==> src/rtl/srst_pkg.sv <==
// Package: shared state encoding for the soft-reset diagnostic sequencer.
// Assumes: imported by every module of the sequencer.
package srst_pkg;
    typedef enum logic [1:0] {
        SQ_IDLE   = 2'd0,
        SQ_RESET  = 2'd1,
        SQ_DIAG   = 2'd2,
        SQ_REPORT = 2'd3
    } sq_state_t;
endpackage

==> src/rtl/srst_frame_qual.sv <==
// srst_frame_qual: turns decoded frame fields into reset-assert and
// reset-release events.
// Assumes: fields are valid only while rx_valid is high; purely combinational.
module srst_frame_qual #(
    parameter int                TYPE_W   = 8,
    parameter logic [TYPE_W-1:0] REG_TYPE = 8'h27
) (
    input  logic              rx_valid,
    input  logic [TYPE_W-1:0] rx_type,
    input  logic              rx_c,
    input  logic              rx_srst,
    output logic              assert_ev,
    output logic              release_ev
);
    logic hit;

    // Qualify: register frame with control bit clear, then split on reset bit.
    always_comb begin
        hit        = rx_valid && (rx_type == REG_TYPE) && !rx_c;
        assert_ev  = hit && rx_srst;
        release_ev = hit && !rx_srst;
    end
endmodule

==> src/rtl/srst_diag_latch.sv <==
// srst_diag_latch: remembers a diagnostics completion and its result.
// Assumes: clr is high in the cycle the reset is entered; a completion seen
// before that point is discarded.
module srst_diag_latch (
    input  logic clk,
    input  logic rst_n,
    input  logic clr,
    input  logic diag_done,
    input  logic diag_pass,
    output logic done_eff,
    output logic pass_eff
);
    logic done_q;
    logic pass_q;

    // Capture completion; a fresh reset entry clears it.
    always_ff @(posedge clk) begin
        if (!rst_n || clr) begin
            done_q <= 1'b0;
            pass_q <= 1'b0;
        end else if (diag_done) begin
            done_q <= 1'b1;
            pass_q <= diag_pass;
        end
    end

    // Present completion either from this cycle's input or from the latch.
    always_comb begin
        done_eff = diag_done || done_q;
        pass_eff = diag_done ? diag_pass : pass_q;
    end
endmodule

==> src/rtl/srst_seq_fsm.sv <==
// srst_seq_fsm: idle -> reset asserted -> diagnostics -> report -> idle.
// Assumes: events come from srst_frame_qual; done_eff from srst_diag_latch.
// It drives no link-level signal, so the link is never disturbed.
module srst_seq_fsm
    import srst_pkg::*;
(
    input  logic clk,
    input  logic rst_n,
    input  logic assert_ev,
    input  logic release_ev,
    input  logic done_eff,
    input  logic tx_ack,
    output logic enter_rst,
    output logic upd,
    output logic reinit_pulse,
    output logic tx_req,
    output logic busy
);
    sq_state_t state_q;
    sq_state_t state_d;

    // Decode transitions and the one-cycle register-update strobe.
    always_comb begin
        state_d   = state_q;
        enter_rst = 1'b0;
        upd       = 1'b0;
        unique case (state_q)
            SQ_IDLE: begin
                if (assert_ev) begin
                    state_d   = SQ_RESET;
                    enter_rst = 1'b1;
                end
            end
            SQ_RESET: begin
                if (release_ev) state_d = SQ_DIAG;
            end
            SQ_DIAG: begin
                if (done_eff) begin
                    state_d = SQ_REPORT;
                    upd     = 1'b1;
                end
            end
            SQ_REPORT: begin
                if (tx_ack) state_d = SQ_IDLE;
            end
            default: state_d = SQ_IDLE;
        endcase
    end

    // State register and registered re-initialize pulse.
    always_ff @(posedge clk) begin
        if (!rst_n) begin
            state_q      <= SQ_IDLE;
            reinit_pulse <= 1'b0;
        end else begin
            state_q      <= state_d;
            reinit_pulse <= enter_rst;
        end
    end

    // Outputs derived from the current state.
    always_comb begin
        tx_req = (state_q == SQ_REPORT);
        busy   = (state_q != SQ_IDLE);
    end

    // the report request persists until acknowledged.
    a_r8_req_hold: assert property (@(posedge clk) disable iff (!rst_n)
        tx_req && !tx_ack |=> tx_req);
    // re-initialize is a single-cycle pulse.
    a_r2_pulse_single: assert property (@(posedge clk) disable iff (!rst_n)
        reinit_pulse |=> !reinit_pulse);
    // a pulse only follows a qualifying assert frame.
    a_r2_pulse_cause: assert property (@(posedge clk) disable iff (!rst_n)
        reinit_pulse |-> $past(assert_ev));
    // acknowledge of a pending request returns to idle.
    a_r8_ack_idle: assert property (@(posedge clk) disable iff (!rst_n)
        tx_req && tx_ack |=> !busy);
endmodule

==> src/rtl/srst_result_regs.sv <==
// srst_result_regs: error and status register values seen by the host.
// Assumes: clr on reset entry, upd once when diagnostics complete.
module srst_result_regs #(
    parameter int               REG_W     = 8,
    parameter logic [REG_W-1:0] ERR_OK    = 8'h01,
    parameter logic [REG_W-1:0] ERR_FAIL  = 8'h02,
    parameter logic [REG_W-1:0] STAT_BUSY = 8'h80,
    parameter logic [REG_W-1:0] STAT_OK   = 8'h50,
    parameter logic [REG_W-1:0] STAT_FAIL = 8'h51
) (
    input  logic             clk,
    input  logic             rst_n,
    input  logic             clr,
    input  logic             upd,
    input  logic             pass,
    output logic [REG_W-1:0] err_reg,
    output logic [REG_W-1:0] stat_reg
);
    // Load defaults on reset entry, the diagnostic outcome on update.
    always_ff @(posedge clk) begin
        if (!rst_n) begin
            err_reg  <= '0;
            stat_reg <= '0;
        end else if (clr) begin
            err_reg  <= '0;
            stat_reg <= STAT_BUSY;
        end else if (upd) begin
            err_reg  <= pass ? ERR_OK  : ERR_FAIL;
            stat_reg <= pass ? STAT_OK : STAT_FAIL;
        end
    end

    // a failure code never reads as the success code.
    a_r7_fail_code: assert property (@(posedge clk) disable iff (!rst_n)
        (stat_reg == STAT_FAIL) |-> (err_reg != ERR_OK));
endmodule

==> src/rtl/srst_diag_seq.sv <==
// srst_diag_seq: top of the device soft-reset diagnostic sequencer.
// Assumes: decoded frame fields and diagnostics handshake from neighbours;
// report frame content is built elsewhere from err_reg and stat_reg.
module srst_diag_seq #(
    parameter int                TYPE_W    = 8,
    parameter int                REG_W     = 8,
    parameter logic [TYPE_W-1:0] REG_TYPE  = 8'h27,
    parameter logic [REG_W-1:0]  ERR_OK    = 8'h01,
    parameter logic [REG_W-1:0]  ERR_FAIL  = 8'h02,
    parameter logic [REG_W-1:0]  STAT_BUSY = 8'h80,
    parameter logic [REG_W-1:0]  STAT_OK   = 8'h50,
    parameter logic [REG_W-1:0]  STAT_FAIL = 8'h51
) (
    input  logic              clk,
    input  logic              rst_n,
    input  logic              rx_valid,
    input  logic [TYPE_W-1:0] rx_type,
    input  logic              rx_c,
    input  logic              rx_srst,
    input  logic              diag_done,
    input  logic              diag_pass,
    input  logic              tx_ack,
    output logic              reinit_pulse,
    output logic              diag_start,
    output logic [REG_W-1:0]  err_reg,
    output logic [REG_W-1:0]  stat_reg,
    output logic              tx_req,
    output logic              busy
);
    logic assert_ev, release_ev, enter_rst, upd, done_eff, pass_eff;

    srst_frame_qual #(.TYPE_W(TYPE_W), .REG_TYPE(REG_TYPE)) u_qual (
        .rx_valid(rx_valid), .rx_type(rx_type), .rx_c(rx_c),
        .rx_srst(rx_srst), .assert_ev(assert_ev), .release_ev(release_ev));

    srst_diag_latch u_latch (
        .clk(clk), .rst_n(rst_n), .clr(enter_rst), .diag_done(diag_done),
        .diag_pass(diag_pass), .done_eff(done_eff), .pass_eff(pass_eff));

    srst_seq_fsm u_fsm (
        .clk(clk), .rst_n(rst_n), .assert_ev(assert_ev),
        .release_ev(release_ev), .done_eff(done_eff), .tx_ack(tx_ack),
        .enter_rst(enter_rst), .upd(upd), .reinit_pulse(reinit_pulse),
        .tx_req(tx_req), .busy(busy));

    srst_result_regs #(
        .REG_W(REG_W), .ERR_OK(ERR_OK), .ERR_FAIL(ERR_FAIL),
        .STAT_BUSY(STAT_BUSY), .STAT_OK(STAT_OK), .STAT_FAIL(STAT_FAIL)
    ) u_regs (
        .clk(clk), .rst_n(rst_n), .clr(enter_rst), .upd(upd),
        .pass(pass_eff), .err_reg(err_reg), .stat_reg(stat_reg));

    // Diagnostics start coincides with the re-initialize pulse.
    always_comb diag_start = reinit_pulse;

    // a pending report carries a consistent error/status pair.
    a_r6_pair: assert property (@(posedge clk) disable iff (!rst_n)
        tx_req |-> ((err_reg == ERR_OK) == (stat_reg == STAT_OK)));
    // a request is only raised while the sequence is busy.
    a_r8_busy_req: assert property (@(posedge clk) disable iff (!rst_n)
        tx_req |-> busy);
endmodule

==> config.mk <==
export PLATFORM = sky130hd
export DESIGN_NAME = srst_diag_seq
export DESIGN_NICKNAME = d
export VERILOG_FILES = /design/src/rtl/srst_pkg.sv /design/src/rtl/srst_frame_qual.sv /design/src/rtl/srst_diag_latch.sv /design/src/rtl/srst_seq_fsm.sv /design/src/rtl/srst_result_regs.sv /design/src/rtl/srst_diag_seq.sv
export SDC_FILE = /design/constraint.sdc
export NUM_CORES = 1
export LEC_CHECK = 0
export BUFFER_PORTS_ARGS = -buffer_cell sky130_fd_sc_hd__buf_2
export CAP_MARGIN = 10
export CORE_MARGIN = 10
export CORE_UTILIZATION = 41
export CTS_BUF_LIST = sky130_fd_sc_hd__clkbuf_8
export CTS_CLUSTER_DIAMETER = 150
export CTS_CLUSTER_SIZE = 40
export DETAILED_ROUTE_END_ITERATION = 6
export HOLD_SLACK_MARGIN = 0.05
export PLACE_DENSITY = 0.74
export SETUP_SLACK_MARGIN = 0.1
export SLEW_MARGIN = 20
export SYNTH_ARGS = -nofsm -noshare
export SYNTH_HDL_FRONTEND = slang
export SYNTH_SLANG_ARGS = --single-unit
==> constraint.sdc <==
create_clock -name clk -period 2.14 [get_ports clk]
set_input_delay 0.214 -clock clk [delete_from_list [all_inputs] [get_ports clk]]
set_output_delay 0.214 -clock clk [all_outputs]
set_load 0.02 [all_outputs]
==> key figures <==
Die
  – Core Area: 0.001350 mm²
  – Site Rows: 13
  – Die W: 58.51 µm
  – Die footprint: 0.003423 mm²
  – Chip Height: 58.51 µm
  – Top Ports: 36
  – Initial Util: 45.04%

Outcome
  – Status: complete, no violations

Finish
  – Share of cells above drive strength 1: 36.08%
  – Nets@finish: 118
  – Non-filler instance count after layout: 112
  – Max reg flops: 3
  – Commonest cells after routing, fill and taps aside: 25 x buf_2, 10 x conb_1, 9 x nor2_1, 9 x dfxtp_1, 7 x nand2_1
  – Filler cell count: 133
  – Area Overhead vs Synth: 20.58%
  – Utilization of the core after routing: 54.31%
  – Most common cell after layout, fill and taps aside: buf_2
  – Area of the multi-input gates: 349.1 µm²
  – Storage cell area: 180.2 µm²
  – Diodes inserted: 0

Clock network
  – Hold_buf cts: 0
  – Sink Count: 9
  – CTS buffer count: 3
  – Post-cts sizing count: 0
  – H-Tree Depth: 1
  – Max clock buf depth: 2
  – Clk slew on worst S/H paths: 50 ps
  – CTS tree: yes
  – Post-CTS Setup Inserts: 0
  – Worst-Skew Late Latency: 240 ps
  – Clock root buffer master: clkbuf_8

Timing
  – Period utilization: 88.12%
  – RSZ-0062 raised after global routing: no
  – Final Hold Viols: 0
  – Final min period: 1886 ps
  – Slew Limit Fails: 0
  – Setup Skew: 3.042 ps
  – FMAX: 0.5303 GHz
  – Setup TNS Final: 0 ps
  – Worst hold slack: 245.3 ps
  – Endpoints failing setup: 0

Logic synthesis
  – Synth top area cells: dfxtp_1 30%, buf_4 16%, ha_1 8.2%
  – Sequential area share after synthesis: 29.63%
  – Post-Syn Instances: 72
  – Post-synth EDFFs: 0
  – Asr flop ratio synth: 0%
  – Largest area contributor in the netlist: dfxtp_1
  – Yosys reg bits: 9
  – Synth Flop Type: dfxtp_1
  – Top cell type's share of synthesized area: 29.63%
  – Synth Cell Area: 608.1 µm²
  – Synth unique cells: 27
  – Syn. warnings: 0
  – Synth Area per Inst: 8.446 µm²

Run
  – Max Cap Violations: 0

Power
  – Maximum VDD drop: 0.0004735 V
  – Pwr Density: 777.8 mW/mm²
  – Lkg Pwr: 0.0003738 µW

Placement
  – Post-DP HPWL: 1.249 mm
  – GP Congestion: 0.8614
  – Placed cell count: 108
  – PortBufs: 25

Drt
  – Drt wl/cell: 13.20 µm
  – Iteration-0 DRC Markers: 20
  – Residual DRC count: 0
  – First-pass iteration count of the detailed router: 4
  – Via count: 547
  – Wirelength, routed: 1.478 mm
  – Post-DRT Antenna Nets: 0
  – Via/cell ratio: 4.884

Setup path
  – WP data required: 2300 ps
  – Startpoint Class: flop
  – Critical Path AT: 2040 ps
  – CP Capture Type: flop
  – Setup CP Type: flop to flop
  – Largest fanout on the critical path: 5

GRT
  – Vias in the first global route: 549
  – Gr usage total: 8.651%
  – First-pass GRT wire length: 2.380 mm
  – Initial antenna violation count: 0
  – GRT Residual Overflow: 0
  – Largest net degree at the start of global routing: 6

Worst hold path
  – Worst Hold Class: input pin to flop
-- path summary, 6_finish.rpt --
kind / start / to / slack, ps / cells after the start
setup reg to reg: u_fsm.state_q[0] / u_fsm.state_q[0] / 250 / 6
hold / removal: diag_pass / u_latch.pass_q / 250 / 3
hold reg to reg: u_regs.stat_reg[7] / u_regs.stat_reg[7] / 470 / 2
setup / recovery: u_fsm.state_q[0] / u_fsm.state_q[0] / 250 / 6
-- synth_stat cells, types with 2 or more instances --
cell / instances
dfxtp_1: 9
o21ai_0: 2
nor4_1: 2
ha_1: 4
nor2_1: 9
inv_1: 4
nor2b_1: 2
nand2b_1: 2
a21oi_1: 2
nand2_1: 7
buf_4: 13
-- through the flow --
stage / instance area [µm²] / worst slack [ps] / power [µW]
floorplan: 641.9 / 471.8 / 336.3
global placement: 688.2 / 416.1 / 363.4
detailed placement: 688.2 / 274.1 / 372.5
CTS: 733.2 / 251.5 / 577.4
global route: 733.2 / 122.6 / 611.4
finish: 733.2 / 254.3 / 570.3
-- routing by layer --
metal  GRT usage (%)  part of all wire (%)
met1           7.869                    35
met2           14.11                    46
met3           7.725                    18
met4           2.013                  0.88
met5               0                     0
-- power by group --
group	total (µW)	switching, µW	internal [µW]
logic	182	117	65.4
registers	193	10.4	182
clock network	195	70.0	125
total	570	197	373
-- logic make-up after synthesis --
family	Yosys count	synth area share (%)
other	1	0.6167
AOI/OAI and AO/OA	11	14.40
buffers and inverters	17	18.52
and+or+nand+nor	29	26.96
DFF	9	29.63
muxes	1	1.646
adders and majority gates	4	8.231
-- final cells by class --
type	count	share of cell area (%)
Tap cell	15	2.560
Clock inverter	1	0.5119
Inverter	4	2.048
Timing Repair Buffer	25	17.06
Clock buffer	3	5.631
Sequential cell	9	24.57
Multi-Input combinational cell	55	47.61
-- worst max-delay path: stages, from the launching register on --
cell	delay, ps
dfxtp_1	360
inv_1	100
ha_1	270
or2_2	330
a2111oi_2	360
o21ai_1	140
a211oi_2	230
Note: power is estimated with default switching activity, not from simulation.
